==> config.mk <==
export PLATFORM = sky130hd
export DESIGN_NAME = spi_ctrl_port
export DESIGN_NICKNAME = d
export VERILOG_FILES = /design/src/rtl/spi_port_pkg.sv /design/src/rtl/spi_pin_sync.sv /design/src/rtl/spi_sck_gen.sv /design/src/rtl/spi_shift_engine.sv /design/src/rtl/spi_msg_buffers.sv /design/src/rtl/spi_ctrl_port.sv
export SDC_FILE = /design/constraint.sdc
export NUM_CORES = 1
export LEC_CHECK = 0
export BUFFER_PORTS_ARGS = -buffer_cell sky130_fd_sc_hd__buf_2
export CORE_MARGIN = 2
export CORE_UTILIZATION = 40
export DETAILED_ROUTE_END_ITERATION = 16
export GPL_TIMING_DRIVEN = 0
export SYNTH_ARGS = -nofsm -noshare
export SYNTH_HDL_FRONTEND = slang
export SYNTH_HIERARCHICAL = 1
export SYNTH_SLANG_ARGS = --single-unit
==> constraint.sdc <==
create_clock -name clk_i -period 3.2 [get_ports clk_i]
set_clock_uncertainty 0.15 [all_clocks]
set_input_delay 0.96 -clock clk_i [delete_from_list [all_inputs] [get_ports clk_i]]
set_output_delay 0.96 -clock clk_i [all_outputs]
set_load 0.03 [all_outputs]
==> src/rtl/spi_port_pkg.sv <==
package spi_port_pkg;
  typedef enum logic {ROLE_SLAVE = 1'b0, ROLE_MASTER = 1'b1} role_e;
  localparam int unsigned PIN_CS   = 0;
  localparam int unsigned PIN_SCK  = 1;
  localparam int unsigned PIN_MOSI = 2;
  localparam int unsigned PIN_MISO = 3;
  localparam int unsigned PIN_CNT  = 4;
endpackage

==> src/rtl/spi_pin_sync.sv <==
module spi_pin_sync #(
  parameter int unsigned W      = 4,
  parameter int unsigned STAGES = 2,
  parameter logic [W-1:0] RST   = '0
) (
  input  logic         clk_i,
  input  logic         rst_ni,
  input  logic [W-1:0] d_i,
  output logic [W-1:0] q_o
);
  logic [W-1:0] stg_q [STAGES];

  for (genvar s = 0; s < STAGES; s++) begin : g_stage
    always_ff @(posedge clk_i or negedge rst_ni) begin
      if (!rst_ni)     stg_q[s] <= RST;
      else if (s == 0) stg_q[s] <= d_i;
      else             stg_q[s] <= stg_q[(s == 0) ? 0 : s-1];
    end
  end

  assign q_o = stg_q[STAGES-1];
endmodule

==> src/rtl/spi_sck_gen.sv <==
module spi_sck_gen #(
  parameter int unsigned W        = 8,
  parameter int unsigned HALF_DIV = 4
) (
  input  logic clk_i,
  input  logic rst_ni,
  input  logic start_i,
  input  logic abort_i,
  output logic sck_o,
  output logic busy_o,
  output logic rise_o,
  output logic fall_o
);
  localparam int unsigned DCW   = (HALF_DIV > 2) ? $clog2(HALF_DIV) : 1;
  localparam int unsigned HALVES = 2 * W;
  localparam int unsigned HCW   = $clog2(HALVES);

  logic [DCW-1:0] div_q;
  logic [HCW-1:0] half_q;
  logic           sck_q, busy_q, tick;

  assign tick = busy_q && (div_q == DCW'(HALF_DIV-1));

  always_ff @(posedge clk_i or negedge rst_ni) begin
    if (!rst_ni) begin
      div_q <= '0; half_q <= '0; sck_q <= 1'b0; busy_q <= 1'b0;
    end else if (abort_i) begin
      div_q <= '0; half_q <= '0; sck_q <= 1'b0; busy_q <= 1'b0;
    end else if (start_i && !busy_q) begin
      div_q <= '0; half_q <= '0; sck_q <= 1'b0; busy_q <= 1'b1;
    end else if (busy_q) begin
      if (tick) begin
        div_q <= '0;
        sck_q <= ~sck_q;
        if (half_q == HCW'(HALVES-1)) begin
          half_q <= '0;
          busy_q <= 1'b0;
        end else begin
          half_q <= half_q + 1'b1;
        end
      end else begin
        div_q <= div_q + 1'b1;
      end
    end
  end

  assign sck_o  = sck_q;
  assign busy_o = busy_q;
  assign rise_o = tick && !sck_q;
  assign fall_o = tick && sck_q;

  assert_sck_idle_low_R9: assert property (@(posedge clk_i) disable iff (!rst_ni)
    !busy_q |-> !sck_q);
  assert_sck_level_hold_R9: assert property (@(posedge clk_i) disable iff (!rst_ni)
    (busy_q && !tick && !abort_i) |=> $stable(sck_q));
endmodule

==> src/rtl/spi_shift_engine.sv <==
module spi_shift_engine #(
  parameter int unsigned W = 8
) (
  input  logic         clk_i,
  input  logic         rst_ni,
  input  logic         active_i,
  input  logic         clr_i,
  input  logic         sample_i,
  input  logic         shift_i,
  input  logic         din_i,
  input  logic [W-1:0] load_data_i,
  input  logic         load_valid_i,
  output logic         dout_o,
  output logic [W-1:0] byte_o,
  output logic         byte_done_o,
  output logic         tx_done_o
);
  localparam int unsigned CW = $clog2(W);

  logic [W-1:0]  tx_sr_q, rx_sr_q;
  logic [CW-1:0] cnt_q;
  logic          owned_q, last_bit;

  assign last_bit = (cnt_q == CW'(W-1));

  always_ff @(posedge clk_i or negedge rst_ni) begin
    if (!rst_ni) begin
      tx_sr_q <= '0; rx_sr_q <= '0; cnt_q <= '0; owned_q <= 1'b0;
    end else if (!active_i || clr_i) begin
      // idle: keep the outgoing byte primed, drop any partial input
      cnt_q   <= '0;
      tx_sr_q <= load_data_i;
      owned_q <= load_valid_i;
    end else begin
      if (sample_i) begin
        rx_sr_q <= {rx_sr_q[W-2:0], din_i};
        cnt_q   <= last_bit ? '0 : cnt_q + 1'b1;
      end
      if (shift_i) begin
        if (cnt_q == '0) begin
          tx_sr_q <= load_data_i;
          owned_q <= load_valid_i;
        end else begin
          tx_sr_q <= {tx_sr_q[W-2:0], 1'b0};
        end
      end
    end
  end

  assign dout_o      = tx_sr_q[W-1];
  assign byte_o      = {rx_sr_q[W-2:0], din_i};
  assign byte_done_o = active_i && !clr_i && sample_i && last_bit;
  assign tx_done_o   = byte_done_o && owned_q;

  assert_no_dual_edge_R2: assert property (@(posedge clk_i) disable iff (!rst_ni)
    !(sample_i && shift_i));
endmodule

==> src/rtl/spi_msg_buffers.sv <==
module spi_msg_buffers #(
  parameter int unsigned W = 8
) (
  input  logic         clk_i,
  input  logic         rst_ni,
  input  logic         wr_i,
  input  logic [W-1:0] wr_data_i,
  input  logic         rd_i,
  input  logic         byte_done_i,
  input  logic [W-1:0] byte_i,
  input  logic         tx_done_i,
  output logic [W-1:0] load_data_o,
  output logic         tx_full_o,
  output logic [W-1:0] rx_data_o,
  output logic         rx_full_o,
  output logic         overrun_o
);
  logic [W-1:0] tx_data_q, rx_data_q;
  logic         tx_full_q, rx_full_q, ovr_q;

  always_ff @(posedge clk_i or negedge rst_ni) begin
    if (!rst_ni) begin
      tx_data_q <= '0; tx_full_q <= 1'b0;
    end else begin
      if (tx_done_i) tx_full_q <= 1'b0;
      if (wr_i && !tx_full_q) begin
        tx_data_q <= wr_data_i;
        tx_full_q <= 1'b1;
      end
    end
  end

  always_ff @(posedge clk_i or negedge rst_ni) begin
    if (!rst_ni) begin
      rx_data_q <= '0; rx_full_q <= 1'b0; ovr_q <= 1'b0;
    end else begin
      if (rd_i) ovr_q <= 1'b0;
      if (byte_done_i) begin
        if (!rx_full_q || rd_i) begin
          rx_data_q <= byte_i;
          rx_full_q <= 1'b1;
        end else begin
          ovr_q <= 1'b1;
        end
      end else if (rd_i) begin
        rx_full_q <= 1'b0;
      end
    end
  end

  assign load_data_o = tx_full_q ? tx_data_q : '0;
  assign tx_full_o   = tx_full_q;
  assign rx_data_o   = rx_data_q;
  assign rx_full_o   = rx_full_q;
  assign overrun_o   = ovr_q;

  assert_rx_set_cause_R2: assert property (@(posedge clk_i) disable iff (!rst_ni)
    $rose(rx_full_q) |-> $past(byte_done_i));
  assert_rd_clears_R3: assert property (@(posedge clk_i) disable iff (!rst_ni)
    (rd_i && !byte_done_i) |=> !rx_full_q);
  assert_overrun_cause_R4: assert property (@(posedge clk_i) disable iff (!rst_ni)
    $rose(ovr_q) |-> $past(byte_done_i && rx_full_q));
  assert_keep_on_overrun_R4: assert property (@(posedge clk_i) disable iff (!rst_ni)
    (byte_done_i && rx_full_q && !rd_i) |=> $stable(rx_data_q));
  assert_wr_full_ignored_R5: assert property (@(posedge clk_i) disable iff (!rst_ni)
    (wr_i && tx_full_q) |=> $stable(tx_data_q));
endmodule

==> src/rtl/spi_ctrl_port.sv <==
module spi_ctrl_port
  import spi_port_pkg::*;
#(
  parameter int unsigned DATA_W      = 8,
  parameter int unsigned HALF_DIV    = 4,
  parameter int unsigned SYNC_STAGES = 2
) (
  input  logic              clk_i,
  input  logic              rst_ni,
  input  logic              master_en_i,
  input  logic              wr_i,
  input  logic [DATA_W-1:0] wr_data_i,
  input  logic              rd_i,
  output logic [DATA_W-1:0] rd_data_o,
  input  logic              fault_clr_i,
  input  logic              cs_ni,
  input  logic              sck_i,
  output logic              sck_o,
  output logic              sck_oe_o,
  input  logic              mosi_i,
  output logic              mosi_o,
  output logic              mosi_oe_o,
  input  logic              miso_i,
  output logic              miso_o,
  output logic              miso_oe_o,
  output logic              peer_cs_no,
  output logic              irq_no,
  output logic              busy_no,
  output logic              overrun_o,
  output logic              mode_fault_o,
  output logic              master_o
);
  localparam logic [PIN_CNT-1:0] PIN_RST = PIN_CNT'(1) << PIN_CS;

  logic [PIN_CNT-1:0] pin_raw, pin_s;
  logic cs_s, sck_s, mosi_s, miso_s, sck_d_q;
  logic s_rise, s_fall, m_rise, m_fall, m_busy, m_sck;
  logic fault_q, fault_evt, start;
  role_e role;
  logic active, sample, shift, din, dout;
  logic [DATA_W-1:0] load_data, rx_byte;
  logic tx_full, rx_full, byte_done, tx_done;

  assign pin_raw[PIN_CS]   = cs_ni;
  assign pin_raw[PIN_SCK]  = sck_i;
  assign pin_raw[PIN_MOSI] = mosi_i;
  assign pin_raw[PIN_MISO] = miso_i;

  spi_pin_sync #(.W(PIN_CNT), .STAGES(SYNC_STAGES), .RST(PIN_RST)) u_sync (
    .clk_i, .rst_ni, .d_i(pin_raw), .q_o(pin_s)
  );

  assign cs_s   = pin_s[PIN_CS];
  assign sck_s  = pin_s[PIN_SCK];
  assign mosi_s = pin_s[PIN_MOSI];
  assign miso_s = pin_s[PIN_MISO];

  always_ff @(posedge clk_i or negedge rst_ni) begin
    if (!rst_ni) sck_d_q <= 1'b0;
    else         sck_d_q <= sck_s;
  end
  assign s_rise = sck_s && !sck_d_q;
  assign s_fall = !sck_s && sck_d_q;

  assign role      = (master_en_i && !fault_q) ? ROLE_MASTER : ROLE_SLAVE;
  assign fault_evt = (role == ROLE_MASTER) && !cs_s;

  always_ff @(posedge clk_i or negedge rst_ni) begin
    if (!rst_ni)          fault_q <= 1'b0;
    else if (fault_evt)   fault_q <= 1'b1;
    else if (fault_clr_i) fault_q <= 1'b0;
  end

  assign start = (role == ROLE_MASTER) && tx_full && !m_busy && !fault_evt;

  spi_sck_gen #(.W(DATA_W), .HALF_DIV(HALF_DIV)) u_sck (
    .clk_i, .rst_ni,
    .start_i(start),
    .abort_i((role != ROLE_MASTER) || fault_evt),
    .sck_o(m_sck), .busy_o(m_busy), .rise_o(m_rise), .fall_o(m_fall)
  );

  always_comb begin
    if (role == ROLE_MASTER) begin
      active = m_busy; sample = m_rise; shift = m_fall; din = miso_s;
    end else begin
      active = !cs_s;  sample = s_rise; shift = s_fall; din = mosi_s;
    end
  end

  spi_shift_engine #(.W(DATA_W)) u_shift (
    .clk_i, .rst_ni,
    .active_i(active), .clr_i(fault_evt),
    .sample_i(sample), .shift_i(shift), .din_i(din),
    .load_data_i(load_data), .load_valid_i(tx_full),
    .dout_o(dout), .byte_o(rx_byte),
    .byte_done_o(byte_done), .tx_done_o(tx_done)
  );

  spi_msg_buffers #(.W(DATA_W)) u_buf (
    .clk_i, .rst_ni,
    .wr_i, .wr_data_i, .rd_i,
    .byte_done_i(byte_done), .byte_i(rx_byte), .tx_done_i(tx_done),
    .load_data_o(load_data), .tx_full_o(tx_full),
    .rx_data_o(rd_data_o), .rx_full_o(rx_full), .overrun_o(overrun_o)
  );

  assign sck_o        = m_sck;
  assign sck_oe_o     = (role == ROLE_MASTER);
  assign mosi_o       = dout;
  assign mosi_oe_o    = (role == ROLE_MASTER);
  assign miso_o       = dout;
  assign miso_oe_o    = (role == ROLE_SLAVE) && !cs_s;
  assign peer_cs_no   = !m_busy;
  assign irq_no       = !tx_full;
  assign busy_no      = !rx_full;
  assign mode_fault_o = fault_q;
  assign master_o     = (role == ROLE_MASTER);

  assert_oe_exclusive_R8: assert property (@(posedge clk_i) disable iff (!rst_ni)
    !(miso_oe_o && (sck_oe_o || mosi_oe_o)));
  assert_peer_cs_role_R9: assert property (@(posedge clk_i) disable iff (!rst_ni)
    !peer_cs_no |-> sck_oe_o);
  assert_fault_hold_R10: assert property (@(posedge clk_i) disable iff (!rst_ni)
    (fault_q && !fault_clr_i) |=> fault_q);
  assert_fault_needs_master_R10: assert property (@(posedge clk_i) disable iff (!rst_ni)
    $rose(fault_q) |-> $past(master_en_i));
endmodule

==> summary.txt <==
Critical path class = input pin to primary output
Synth warnings = 6
Compound-Gate Fraction of Synth Area = 8.34%
Largest family of logic cells by synthesized area = multiplexers
Nets = 270
Global-route usage over all layers = 13.4%
Most common cell after layout, fill and taps aside = dfrtp_1
Number of detailed-route iterations in the first pass = 4
RSZ-0062 raised after global routing = false
Syn Nets = 226
Reg clk slew, reported paths = 0.10 ns
Post-synth EDFFs = 0
WL per Instance = 13.3 microns
Initial antenna violation count = 0
Status = completed
PortBufs = 37
Clk_lat worst skew = 0.31 ns
Num ports = 38
Synth-to-Final Area Change = 14.5%
PwrDens = 472 nW/um^2
First-pass GRT wire length = 7.69 mm
Critical path endpoint category = primary output
Mapped Cells = 203
CP arrival = 1.55 ns
DIE WIDTH = 85.2 microns
# clock sinks = 56
Hold Crit Class = flop to flop
Setup WS post-layout = 0.538 ns
Primary FF master, synth = dfrtp_1
Post-CTS Hold Buffers = 0
Layout cell share with drive strength beyond 1 = 40.7%
Highest clock rate = 376 MHz
Die area = 7270 sq um
Drt total wl = 4.32 mm
Area post-placement = 2920 sq um
Xor/xnor share of the synthesized area = 0.332%
CTS tree = built
Core area = 6350 sq um
Fin crit share = 83.2%
Via density = 4.81
Cts repair resizes = 0
Placer congestion estimate = 0.740
Power Total = 1.43 mW
DRC viols = 0
CP startpoint kind = input pin
Slew Viols, Final = 0
Leak pwr = 1.50 nW
Seq/Total Area, Yosys = 53.2%
Util after Layout = 47.6%
Maxcap violations = 0
Max transition margin = 54.3%
Detailed placement HPWL = 3.02 mm
Largest net degree at the start of global routing = 57
Htree depth = 2
ANT nets after route = 0
Total negative setup slack = 0 ns
Final hold vios = 0
Most frequent cells in the layout = dfrtp_1, buf_2, mux2_4
1st-iter DRT viols = 50
Yosys cell types = 43
TritonCTS buffer count = 5
Post-synthesis mux area share = 16.9%
Mapped Area = 2640 sq um
Via count = 1563
Diodes inserted = 0
Row count = 29
Worst-path fanout max = 7
Slew @ Worst Pin = 0.685 ns
Adder-cell share of the synthesized area = 2.37%
Ys async rst share = 100%
CTS Root Cell = clkbuf_8
Simple-gate area share of the yosys netlist = 13.0%
Peak VDD IR = 0.000234 V
Setup Fix Bufs, Post-CTS = 0
Post-synthesis register bit count = 56
Minimum clock period after layout = 2.66 ns
Syn_area_per_cell = 13.0 sq um
Die Y-Extent = 85.2 microns
Vias in the first global route = 1630
Clock Path Buffers = 2
Global route overflow = 0
Final instance area = 3020 sq um
Final setup fails = 0
Worst Path Required = 2.09 ns
Post-placement setup slack = 0.324 ns
Starting utilization of the core area = 41.6%
## critical path, stage by stage
cell and delay [ns]:
buf_2 0.11, nand2b_4 0.12, inv_4 0.07, buf_4 0.13, buf_2 0.16
## per-layer routing
layer	up-vias	part of all wire [%]	track usage, %
li1	785	-	-
met1	754	48	17.8
met2	18	47	20.8
met3	6	3.6	3.79
met4	0	1.8	5.19
met5	-	0	0
## state kept, by name (all words and copies together) (netlist names)
signal	cells
mode_fault_o	1
sck_d_q	1
u_buf/overrun_o	1
u_buf/rx_data_o	8
u_buf/rx_full_o	1
u_buf/tx_data_q	8
u_buf/tx_full_o	1
u_sck/busy_o	1
u_sck/div_q	2
u_sck/half_q	4
u_sck/sck_o	1
u_shift/cnt_q	3
u_shift/owned_q	1
u_shift/rx_sr_q	7
u_shift/tx_sr_q	8
u_sync/q_o	4
u_sync/stg_q	4
## through the flow
step | cells | hold slack (ns)
after floorplan | 203 | 0.181
after detailed placement | 317 | 0.185
after CTS | 325 | 0.210
after global routing | 325 | 0.224
final | 325 | 0.206
after global placement | 317 | 0.183
## kinds of logic (layout without fill, tap and decap cells)
kind of cell	after synthesis	after routing
xor gates and xnor gates	1	1
and+or+nand+nor	53	53
adders and majority gates	5	5
muxes	33	33
AOI/OAI and AO/OA	30	30
buffers and inverters	25	70
DFF	56	56
## synth_stat cells (5+ instances only)
master     instances  area (sq um)
and2_1             9          56.3
buf_4              9          67.6
dfrtp_1           54          1350
mux2_2             8          90.1
nand2b_1           9          56.3
a2bb2oi_1          7          61.3
inv_1              8          30.0
nor2_1            11          41.3
o22ai_1            8          50.1
a21oi_1            5          25.0
mux2_4            21           315
ha_1               5          62.6
## power by group
part,internal (mW),switching [mW],leakage (nW)
Clock,0.176,0.231,0.0434
Sequential,0.768,0.0348,0.715
Combinational,0.113,0.102,0.739
Total,1.06,0.368,1.50
## area by class of cell
type	instances	area, sq um
Fill cell	582	3330
Sequential cell	56	1400
Multi-Input combinational cell	122	1080
Timing Repair Buffer	37	188
Buffer	16	119
Tap cell	77	96.3
Clock buffer	6	82.6
Inverter	9	36.3
Clock inverter	2	15.0
## final timing paths
kind,from,to,slack (ns),cells after the start
worst max register to register,u_sck/div_q[0]$_DFFE_PN0P_,u_buf/rx_data_o[2]$_DFFE_PN0P_,0.57,9
worst min-delay path,u_sync/stg_q[5]$_DFF_PN0_,u_sync/q_o[1]$_DFF_PN0_,0.21,0
min in group asynchronous,rst_ni,u_sck/div_q[1]$_DFFE_PN0P_,0.53,1
worst max-delay path,master_en_i,sck_oe_o,0.54,5
worst min register to register,u_sync/stg_q[5]$_DFF_PN0_,u_sync/q_o[1]$_DFF_PN0_,0.21,0
max in group asynchronous,rst_ni,u_buf/tx_data_q[1]$_DFFE_PN0P_,1.92,1
(Power assumes the default switching activity.)
